`src/rtl/cbi_pkg.sv`:
```
package cbi_pkg;

  typedef enum logic [1:0] {
    ISS_IDLE   = 2'd0,
    ISS_STAY   = 2'd1,
    ISS_SWITCH = 2'd2
  } iss_kind_e;

endpackage

```
`src/rtl/cbi_epoch_timer.sv`:
```
module cbi_epoch_timer #(
  parameter int PERIOD = 100000
) (
  input  logic clk,
  input  logic rst_n,
  output logic tick
);
  localparam int TW = (PERIOD > 1) ? $clog2(PERIOD) : 1;
  localparam logic [TW-1:0] LAST = TW'(PERIOD - 1);

  logic [TW-1:0] tmr_q, tmr_d;

  always_comb begin
    tick  = (tmr_q == LAST);
    tmr_d = tick ? '0 : tmr_q + TW'(1);
  end

  always_ff @(posedge clk or negedge rst_n) begin
    if (!rst_n) tmr_q <= '0;
    else        tmr_q <= tmr_d;
  end
endmodule

```
`src/rtl/cbi_miss_bank.sv`:
```
module cbi_miss_bank #(
  parameter int NCORES = 4,
  parameter int MISS_W = 16
) (
  input  logic                           clk,
  input  logic                           rst_n,
  input  logic [NCORES-1:0]              miss_pulse,
  input  logic                           restart,
  output logic [NCORES-1:0][MISS_W-1:0]  counts
);
  localparam logic [MISS_W-1:0] SAT = '1;

  for (genvar c = 0; c < NCORES; c++) begin : g_core
    logic [MISS_W-1:0] cnt_q, cnt_d;
    logic              cnt_en;

    always_comb begin
      cnt_en = restart | (miss_pulse[c] & (cnt_q != SAT));
      if (restart) cnt_d = miss_pulse[c] ? MISS_W'(1) : '0;
      else         cnt_d = cnt_q + MISS_W'(1);
    end

    always_ff @(posedge clk or negedge rst_n) begin
      if (!rst_n)      cnt_q <= '0;
      else if (cnt_en) cnt_q <= cnt_d;
    end

    assign counts[c] = cnt_q;
  end
endmodule

```
`src/rtl/cbi_rank_table.sv`:
```
module cbi_rank_table #(
  parameter int NCORES = 4,
  parameter int MISS_W = 16,
  parameter int IDX_W  = 2
) (
  input  logic                           clk,
  input  logic                           rst_n,
  input  logic                           update,
  input  logic [NCORES-1:0][MISS_W-1:0]  counts,
  output logic [NCORES-1:0][IDX_W-1:0]   rank_pos
);
  logic [NCORES-1:0][IDX_W-1:0] pos_q, pos_d;

  // Position of a core = number of cores ordered ahead of it.
  for (genvar i = 0; i < NCORES; i++) begin : g_pos
    logic [NCORES-1:0] ahead;
    for (genvar j = 0; j < NCORES; j++) begin : g_cmp
      if (j < i) begin : g_lo
        assign ahead[j] = (counts[j] <= counts[i]);
      end else if (j > i) begin : g_hi
        assign ahead[j] = (counts[j] < counts[i]);
      end else begin : g_self
        assign ahead[j] = 1'b0;
      end
    end

    always_comb begin
      pos_d[i] = '0;
      for (int k = 0; k < NCORES; k++) begin
        pos_d[i] = pos_d[i] + IDX_W'(ahead[k]);
      end
    end

    always_ff @(posedge clk or negedge rst_n) begin
      if (!rst_n)      pos_q[i] <= IDX_W'(i);
      else if (update) pos_q[i] <= pos_d[i];
    end
  end

  assign rank_pos = pos_q;
endmodule

```
`src/rtl/cbi_issue_ctrl.sv`:
```
module cbi_issue_ctrl
  import cbi_pkg::*;
#(
  parameter int NCORES     = 4,
  parameter int SEND_LIMIT = 10,
  parameter int IDX_W      = 2,
  parameter int CNT_W      = 4
) (
  input  logic                         clk,
  input  logic                         rst_n,
  input  logic [NCORES-1:0]            req_pending,
  input  logic                         buf_ready,
  input  logic [NCORES-1:0][IDX_W-1:0] rank_pos,
  output logic [NCORES-1:0]            grant,
  output logic                         grant_valid,
  output logic [IDX_W-1:0]             grant_core,
  output logic [IDX_W-1:0]             sel_q,
  output logic [CNT_W-1:0]             cnt_q
);
  localparam logic [CNT_W-1:0] LIMIT_C = CNT_W'(SEND_LIMIT);

  logic [IDX_W-1:0] sel_d, best_idx, best_pos;
  logic [CNT_W-1:0] cnt_d;
  logic             best_found;
  iss_kind_e        kind;

  // Best-ranked core among those with a pending request.
  always_comb begin
    best_found = 1'b0;
    best_idx   = '0;
    best_pos   = '1;
    for (int i = 0; i < NCORES; i++) begin
      if (req_pending[i] && (!best_found || rank_pos[i] < best_pos)) begin
        best_found = 1'b1;
        best_idx   = IDX_W'(i);
        best_pos   = rank_pos[i];
      end
    end
  end

  always_comb begin
    kind  = ISS_IDLE;
    sel_d = sel_q;
    cnt_d = cnt_q;
    if (buf_ready && best_found) begin
      if (req_pending[sel_q] && cnt_q < LIMIT_C) begin
        kind  = ISS_STAY;
        cnt_d = cnt_q + CNT_W'(1);
      end else begin
        kind  = ISS_SWITCH;
        sel_d = best_idx;
        cnt_d = CNT_W'(1);
      end
    end
  end

  always_comb begin
    grant_valid = (kind != ISS_IDLE);
    grant_core  = sel_d;
    for (int i = 0; i < NCORES; i++) begin
      grant[i] = grant_valid && (sel_d == IDX_W'(i));
    end
  end

  always_ff @(posedge clk or negedge rst_n) begin
    if (!rst_n) begin
      sel_q <= '0;
      cnt_q <= '0;
    end else if (kind != ISS_IDLE) begin
      sel_q <= sel_d;
      cnt_q <= cnt_d;
    end
  end
endmodule

```
`src/rtl/core_burst_issuer.sv`:
```
module core_burst_issuer #(
  parameter int NCORES      = 4,
  parameter int MISS_W      = 16,
  parameter int RANK_PERIOD = 100000,
  parameter int SEND_LIMIT  = 10,
  localparam int IDX_W      = $clog2(NCORES),
  localparam int CNT_W      = $clog2(SEND_LIMIT + 1)
) (
  input  logic              clk,
  input  logic              rst_n,
  input  logic [NCORES-1:0] req_pending,
  input  logic [NCORES-1:0] miss_pulse,
  input  logic              buf_ready,
  output logic [NCORES-1:0] grant,
  output logic              grant_valid,
  output logic [IDX_W-1:0]  grant_core
);
  logic [1:0] rst_pipe;
  logic       rst_sync_n;

  always_ff @(posedge clk or negedge rst_n) begin
    if (!rst_n) rst_pipe <= '0;
    else        rst_pipe <= {rst_pipe[0], 1'b1};
  end
  assign rst_sync_n = rst_pipe[1];

  logic                          epoch_tick;
  logic [NCORES-1:0][MISS_W-1:0] miss_counts;
  logic [NCORES-1:0][IDX_W-1:0]  rank_pos;
  logic [IDX_W-1:0]              sel_q;
  logic [CNT_W-1:0]              cnt_q;

  cbi_epoch_timer #(.PERIOD(RANK_PERIOD)) u_timer (
    .clk   (clk),
    .rst_n (rst_sync_n),
    .tick  (epoch_tick)
  );

  cbi_miss_bank #(.NCORES(NCORES), .MISS_W(MISS_W)) u_miss (
    .clk        (clk),
    .rst_n      (rst_sync_n),
    .miss_pulse (miss_pulse),
    .restart    (epoch_tick),
    .counts     (miss_counts)
  );

  cbi_rank_table #(.NCORES(NCORES), .MISS_W(MISS_W), .IDX_W(IDX_W)) u_rank (
    .clk      (clk),
    .rst_n    (rst_sync_n),
    .update   (epoch_tick),
    .counts   (miss_counts),
    .rank_pos (rank_pos)
  );

  cbi_issue_ctrl #(
    .NCORES(NCORES), .SEND_LIMIT(SEND_LIMIT), .IDX_W(IDX_W), .CNT_W(CNT_W)
  ) u_issue (
    .clk         (clk),
    .rst_n       (rst_sync_n),
    .req_pending (req_pending),
    .buf_ready   (buf_ready),
    .rank_pos    (rank_pos),
    .grant       (grant),
    .grant_valid (grant_valid),
    .grant_core  (grant_core),
    .sel_q       (sel_q),
    .cnt_q       (cnt_q)
  );
endmodule

```
`config.mk`:
```
export PLATFORM = sky130hd
export DESIGN_NAME = core_burst_issuer
export DESIGN_NICKNAME = d
export VERILOG_FILES = /design/src/rtl/cbi_pkg.sv /design/src/rtl/cbi_epoch_timer.sv /design/src/rtl/cbi_miss_bank.sv /design/src/rtl/cbi_rank_table.sv /design/src/rtl/cbi_issue_ctrl.sv /design/src/rtl/core_burst_issuer.sv
export SDC_FILE = /design/constraint.sdc
export NUM_CORES = 1
export LEC_CHECK = 0
export ABC_AREA = 1
export ABC_CLOCK_PERIOD_IN_PS = 8100
export BUFFER_PORTS_ARGS = -buffer_cell sky130_fd_sc_hd__clkbuf_2
export CELL_PAD_IN_SITES_DETAIL_PLACEMENT = 1
export CELL_PAD_IN_SITES_GLOBAL_PLACEMENT = 2
export CORE_MARGIN = 3
export CORE_UTILIZATION = 35
export CTS_BUF_LIST = sky130_fd_sc_hd__clkbuf_8
export DETAILED_ROUTE_END_ITERATION = 10
export GPL_ROUTABILITY_DRIVEN = 0
export HOLD_SLACK_MARGIN = 0.05
export PLACE_DENSITY = 0.84
export REMOVE_ABC_BUFFERS = 1
export SETUP_SLACK_MARGIN = 0.5
export SYNTH_ARGS = -nofsm -noshare
export SYNTH_HDL_FRONTEND = slang
export SYNTH_HIERARCHICAL = 1
export SYNTH_SLANG_ARGS = --single-unit
```
`constraint.sdc`:
```
create_clock -name clk -period 8.1 [get_ports clk]
set_clock_uncertainty 0.05 [all_clocks]
set_input_delay 0.81 -clock clk [delete_from_list [all_inputs] [get_ports clk]]
set_output_delay 0.81 -clock clk [all_outputs]
set_load 0.02 [all_outputs]
```
==> flow_summary.toml, run 1 <==
[floorplanning]
core_area_sq_mm = 0.0237
num_io_pins = 18
row_count = 56
dieHeight_microns = 162
start_util_pct = 36.0
die_w_microns = 162
die-area_sq_mm = 0.0262

[synthesis]
synth.cell_area_sq_mm = 0.00851
synth.avg_cell_area_sq_um = 7.04
ys_ff_latch = 97
muxShareOfSynthArea_pct = 0
synthArstFlopShare_pct = 100
synth_top_family_by_area = "simple AND/OR/NAND/NOR gates"
synth_enable_flop_cells = 0
ys.flop_type = "dfrtp_1"
synth.distinct_cells = 47
synth_cells = 1209
ys_warn_count = 6
synth_fa_ha_area_share_pct = 16.0
synth-simple-area-share_pct = 35.2
yosysSeqAreaShare_pct = 28.6
synth_compound_area_share_pct = 8.89
synth_xor_area_share_pct = 2.88

[power_and_ir_drop]
clkPwrFrac_pct = 17.6
netSwitchingFraction_pct = 46.8
ir_drop_mv = 0.0878
p_seq_share_pct = 34.0
pwr-share-comb_pct = 48.4
p_switching_mw = 0.890
p_int_mw = 1.01
p_per_area_mw_per_mm2 = 208
power.leakage_nw = 4.79

[sta]
max_freq_mhz = 244
setup_violations = 0
hold_viol = 0
report.final.slew_viol_count = 0
maxSlewHeadroom_pct = 40.8
max_slew.worst_pin.slew_ns = 0.888
whs_ns = 0.126
min_period_ns = 4.10
min_period_over_period_pct = 50.6
rsz0062_at_grt = "no"
fin_setup_tns_ns = 0
worst_slack_ns = 4.00

[cells_and_area]
layout_commonest_cell = "nand2_1"
num_antenna_cells = 0
stdcell_count = 1551
area_delta_synth_final_pct = 7.33
layout.cells.most_common_list = "341 x nand2_1, 157 x inv_1, 130 x nor2_1"
drive_gt1_share_pct = 9.98
num-nets-final = 1346
fillerInstances = 3124

[drt]
drc_errors = 0
first_pass_iters = 4
avgViaCountPerCell = 5.02
ant_nets = 0
first_iter_violations = 345
totalWireLength_microns = 24400
num_vias = 7792
routedWlPerCell_microns = 15.7

[global_routing]
grtUsageMet2_pct = 32.7
grt_util_all_layers_pct = 19.5
antenna_found_initial = 0
grt_pass1_vias = 8129
met1_usage_pct = 27.1
grt_use_met3_pct = 1.84
busiest_layer = "met2"
grt_first_pass_wirelength_microns = 41600
grt-ovfl-total = 0
grt_start_max_net_pins = 68

[cts]
clk_pin_slew_ns = 0.11
clk_latency_ns = 0.40
post-cts-setup-buffers = 0
h-tree-depth = 3
cts_resized = 0
cts_buffers = 9
cts_root_buf = "clkbuf_8"
clkSinkCount = 97
cts_hold_buf = 0
clock_path_buffers = 2
cts_tree = "done"

[job]
cap_violations = 0

[placement]
dp_hpwl_microns = 19000
dp_cells = 1535
place_ws_ns = 3.97
port-buffer-count = 17

[critical_path]
critPathArrivalTime_ns = 3.24
startpoint_type = "primary input"
critPathKind = "in2out"
worstSetupEndpointType = "primary output"
crit_fanout = 6
worst_ep_required_time_ns = 7.24

[run_status]
outcome = "complete, no violations"

[hold_path]
hold_class = "in2async"
-- Yosys cell counts (4+ instances only) --
master,n,share of area (%)
nand2_4,9,1.2
dfstp_2,4,1.2
nor3_1,7,0.41
nand3_2,7,0.82
nand2_1,341,15
xor2_1,25,2.6
buf_2,5,0.29
nor2_1,130,5.7
o21ai_0,31,1.8
dfrtp_1,93,27
nand3_1,90,5.3
o211ai_1,6,0.53
a21oi_2,4,0.41
nand4_1,29,2.1
or2_2,5,0.37
inv_2,7,0.31
nor2_4,5,0.66
ha_1,106,16
a21oi_1,63,3.7
o21bai_1,9,0.79
inv_1,157,6.9
nor2_2,16,1.2
nand2_2,20,1.5
-- path summary, 6_finish.rpt --
| kind | endpoint | startpoint | depth (start not counted) | slack [ns] |
|---|---|---|---|---|
| min in group clk | rst_pipe[1] | rst_pipe[0] | 0 | 0.31 |
| max in group asynchronous | u_miss/g_core[0].cnt_q[1] | rst_pipe[1] | 1 | 6.51 |
| max | grant[2] | req_pending[0] | 23 | 4.00 |
| min reg2reg | u_miss/g_core[2].cnt_q[7] | rst_pipe[1] | 0 | 0.22 |
| min | rst_pipe[1] | rst_n | 1 | 0.13 |
| max reg2reg | u_miss/g_core[1].cnt_q[14] | u_timer/tmr_q[0] | 13 | 5.23 |
-- metal layers --
| layer | up-vias | share of wire, % |
|---|---|---|
| met5 | - | 0 |
| met1 | 3780 | 51 |
| met3 | 19 | 2.0 |
| met4 | 0 | 1.4 |
| li1 | 3925 | - |
| met2 | 68 | 46 |
-- power groups by stage --
stage,clock network [mW],logic [mW],registers [mW]
after floorplan,0,0.713,0.617
after global placement,0,0.898,0.659
after detailed placement,0,0.928,0.659
after CTS,0.352,0.930,0.650
after global routing,0.369,1.07,0.663
final,0.335,0.922,0.648
-- state kept, by name, indices dropped and copies added (netlist names) --
name                 cells
u_issue/cnt_q            4
u_issue/sel_q            2
u_miss/g_core.cnt_q     64
rst_pipe                 2
u_rank/rank_pos          8
u_timer/tmr_q           17
-- worst max-delay path: stages --
cell      delay, ns
clkbuf_2       0.12
nand2_1        0.10
nand2_2        0.06
nand2_2        0.09
nand2_1        0.05
o21ai_0        0.26
ha_1           0.30
nand2_2        0.07
nand2_2        0.06
nand2_4        0.07
nand2_4        0.06
nand2_1        0.05
o21ai_0        0.09
ha_1           0.28
nand2_1        0.05
nand2_1        0.06
nand2_2        0.06
nand2_4        0.10
nand2_1        0.06
nand2_1        0.10
nand2_1        0.05
nor2_1         0.09
clkbuf_2       0.17
-- cells by family after synthesis --
logic type	Yosys count
buffers and inverters	180
DFF	97
adders and majority gates	108
xor gates and xnor gates	28
other	1
and+or+nand+nor	666
AOI/OAI and AO/OA	129
-- metrics by stage --
| step | util [%] | total power, mW | area (sq um) |
|---|---|---|---|
| floorplan | - | 1.33 | 8430 |
| global placement | 37.8 | 1.56 | 8940 |
| detailed placement | 37.8 | 1.59 | 8940 |
| CTS | 38.6 | 1.93 | 9140 |
| global route | 38.6 | 2.10 | 9140 |
| finish | 38.6 | 1.90 | 9140 |
-- final cells by class --
type / count / area (sq um) / area share (%)
clock buffers: 9 / 124 / 1.36
repair buffers: 20 / 108 / 1.18
well taps: 319 / 399 / 4.37
flip-flops and latches: 97 / 2440 / 26.7
clock inverters: 7 / 71.3 / 0.780
multi-input cells: 932 / 5370 / 58.8
inverters: 167 / 628 / 6.87
No activity file was read; power rests on OpenSTA's default activity.
==> run 2, diff against run 1 <==
ABC_CLOCK_PERIOD_IN_PS = 4200   (was 8100)
clock period = 4.2 ns   (was 8.1 ns; I/O delays follow)
==> flow_summary.toml, run 2 (synthesis results as in run 1) <==
[sta]
report.final.slew_viol_count = 0
hold_viol = 0
min_period_over_period_pct = 82.1
maxSlewHeadroom_pct = 34.2
setup_violations = 0
max_slew.worst_pin.slew_ns = 0.986
rsz0062_at_grt = "yes"
max_freq_mhz = 290
min_period_ns = 3.45
fin_setup_tns_ns = 0
whs_ns = 0.271

[floorplanning]
row_count = 56
die-area_sq_mm = 0.0262
die_w_microns = 162
num_io_pins = 18
dieHeight_microns = 162
start_util_pct = 36.0
core_area_sq_mm = 0.0237

[critical_path]
cp_slowest_cell = "dfstp_2"
crit_chain = "inv_1, nand2_1, nand2_2, nand2_2, o21ai_2, ha_1, nand2_2, nand2_2, nand2_4, nand2_4, nand2_1, o21ai_1, ha_1, nand2_1, nand2_1, nand2_2, nand2_4, nand2_1, nand2_2, nand2_1, nor2_1, buf_4"
critPathKind = "reg2out"
worst_ep_required_time_ns = 3.73
startpoint_type = "flop"
rr_endpoint = "u_rank/rank_pos[0]"
timing.rr.start = "u_miss/g_core[0].cnt_q[14]"
cp-endpoint = "grant[2]"
critPathArrivalTime_ns = 2.98
crit_fanout = 5
reg2reg_depth = 10
r2r_slack_ns = 1.49
worstSetupEndpointType = "primary output"
critPathMaxStageDelay_ns = 0.54
crit_path_start = "u_rank/rank_pos[2]"

[power_and_ir_drop]
p_per_area_mw_per_mm2 = 402
power.leakage_nw = 4.80
ir_drop_mv = 0.173

[run_status]
outcome = "complete, no violations"

[cts]
h-tree-depth = 3
clkSinkCount = 97
cts_tree = "done"
cts_buffers = 9
clock_path_buffers = 2
clk_latency_ns = 0.40
cts_root_buf = "clkbuf_8"
clk_pin_slew_ns = 0.11

[drt]
routedWlPerCell_microns = 15.7
totalWireLength_microns = 24400
drc_errors = 0
ant_nets = 0
first_pass_iters = 4
avgViaCountPerCell = 5.00
first_iter_violations = 336
num_vias = 7783

[job]
cap_violations = 0

[cells_and_area]
layout.cells.most_common_list = "337 x nand2_1, 157 x inv_1, 129 x nor2_1"
layout_commonest_cell = "nand2_1"
top_register = "u_miss/g_core.cnt_q"
drive_gt1_share_pct = 10.8
num-nets-final = 1351
num_antenna_cells = 0
area_delta_synth_final_pct = 7.95
multiInputGateArea_sq_mm = 0.00539
largest_reg_flops = 64
seq_area_sq_mm = 0.00244
fillerInstances = 3059

[global_routing]
grt-ovfl-total = 0
antenna_found_initial = 0
grt_pass1_vias = 8017
grt_first_pass_wirelength_microns = 41200
grt_start_max_net_pins = 73
grt_util_all_layers_pct = 19.4

[hold_path]
hold_class = "in2async"

[placement]
dp_hpwl_microns = 19100
port-buffer-count = 17
run 2: cell count changes in the layout (fill, tap and decap cells not counted), moves of 2 or more:
cell	before	now
nand2_2	20	24
clkinv_4	3	1
buf_4	3	10
o21ai_0	31	29
clkbuf_2	17	13
clkinvlp_4	0	3
nand2_1	341	337
run 2: power by group:
group	leakage, nW	switching, mW	internal, mW
clock	0.0844	0.394	0.225
sequential	1.27	0.233	1.03
combinational	3.45	1.11	0.700
total	4.80	1.74	1.96
run 2: how the worst min path moves through the flow:
stage | from | slack (ns) | endpoint
after floorplan | rst_n | 0.07 | rst_pipe[0]
after global placement | rst_n | 0.16 | rst_pipe[0]
after detailed placement | rst_n | 0.16 | rst_pipe[0]
after CTS | rst_n | 0.24 | rst_pipe[1]
after global routing | rst_n | 0.26 | rst_pipe[1]
final | rst_n | 0.27 | rst_pipe[1]
run 2: cell type report:
| cell class | instances | share of cell area (%) |
|---|---|---|
| timing repair buffer | 25 | 1.69 |
| clock inverter | 7 | 0.653 |
| inverter | 167 | 6.83 |
| clock buffer | 9 | 1.35 |
| sequential | 97 | 26.5 |
| multi-input combinational | 932 | 58.6 |
| tap | 319 | 4.34 |
run 2: metrics by stage:
| stage | utilization (%) | cells | power [mW] | worst slack (ns) | area [sq um] |
|---|---|---|---|---|---|
| after CTS | 38.6 | 1553 | 3.73 | 0.583 | 9150 |
| after detailed placement | 37.8 | 1536 | 3.09 | 0.872 | 8950 |
| after global routing | 38.8 | 1556 | 4.11 | 0.462 | 9190 |
| after floorplan | - | 1196 | 2.56 | 1.15 | 8430 |
| after global placement | 37.8 | 1536 | 3.01 | 0.948 | 8950 |
| final | 38.8 | 1556 | 3.70 | 0.752 | 9190 |
run 2: what timing repair did:
action	4_1_cts	5_1_grt
hold buffers	1	0
buffers inserted	0	3
gates resized for setup	0	15
hold endpoints to repair	2	0
setup endpoints to repair	0	6
run 2: metal layers:
metal / vias up / wire length, microns / track usage [%]
met4: 0 / 435 / 5.31
met5: - / 0 / 0
met3: 24 / 461 / 1.68
met1: 3742 / 12100 / 26.9
met2: 61 / 11400 / 32.6
li1: 3956 / - / -
run 2: critical path: cells and delay by family (launching register included):
| family | cells | cell delay, ns |
|---|---|---|
| compound gates | 2 | 0.13 |
| fa+ha+maj | 2 | 0.57 |
| flops | 1 | 0.54 |
| buf+inv | 2 | 0.21 |
| simple gates | 16 | 1.14 |
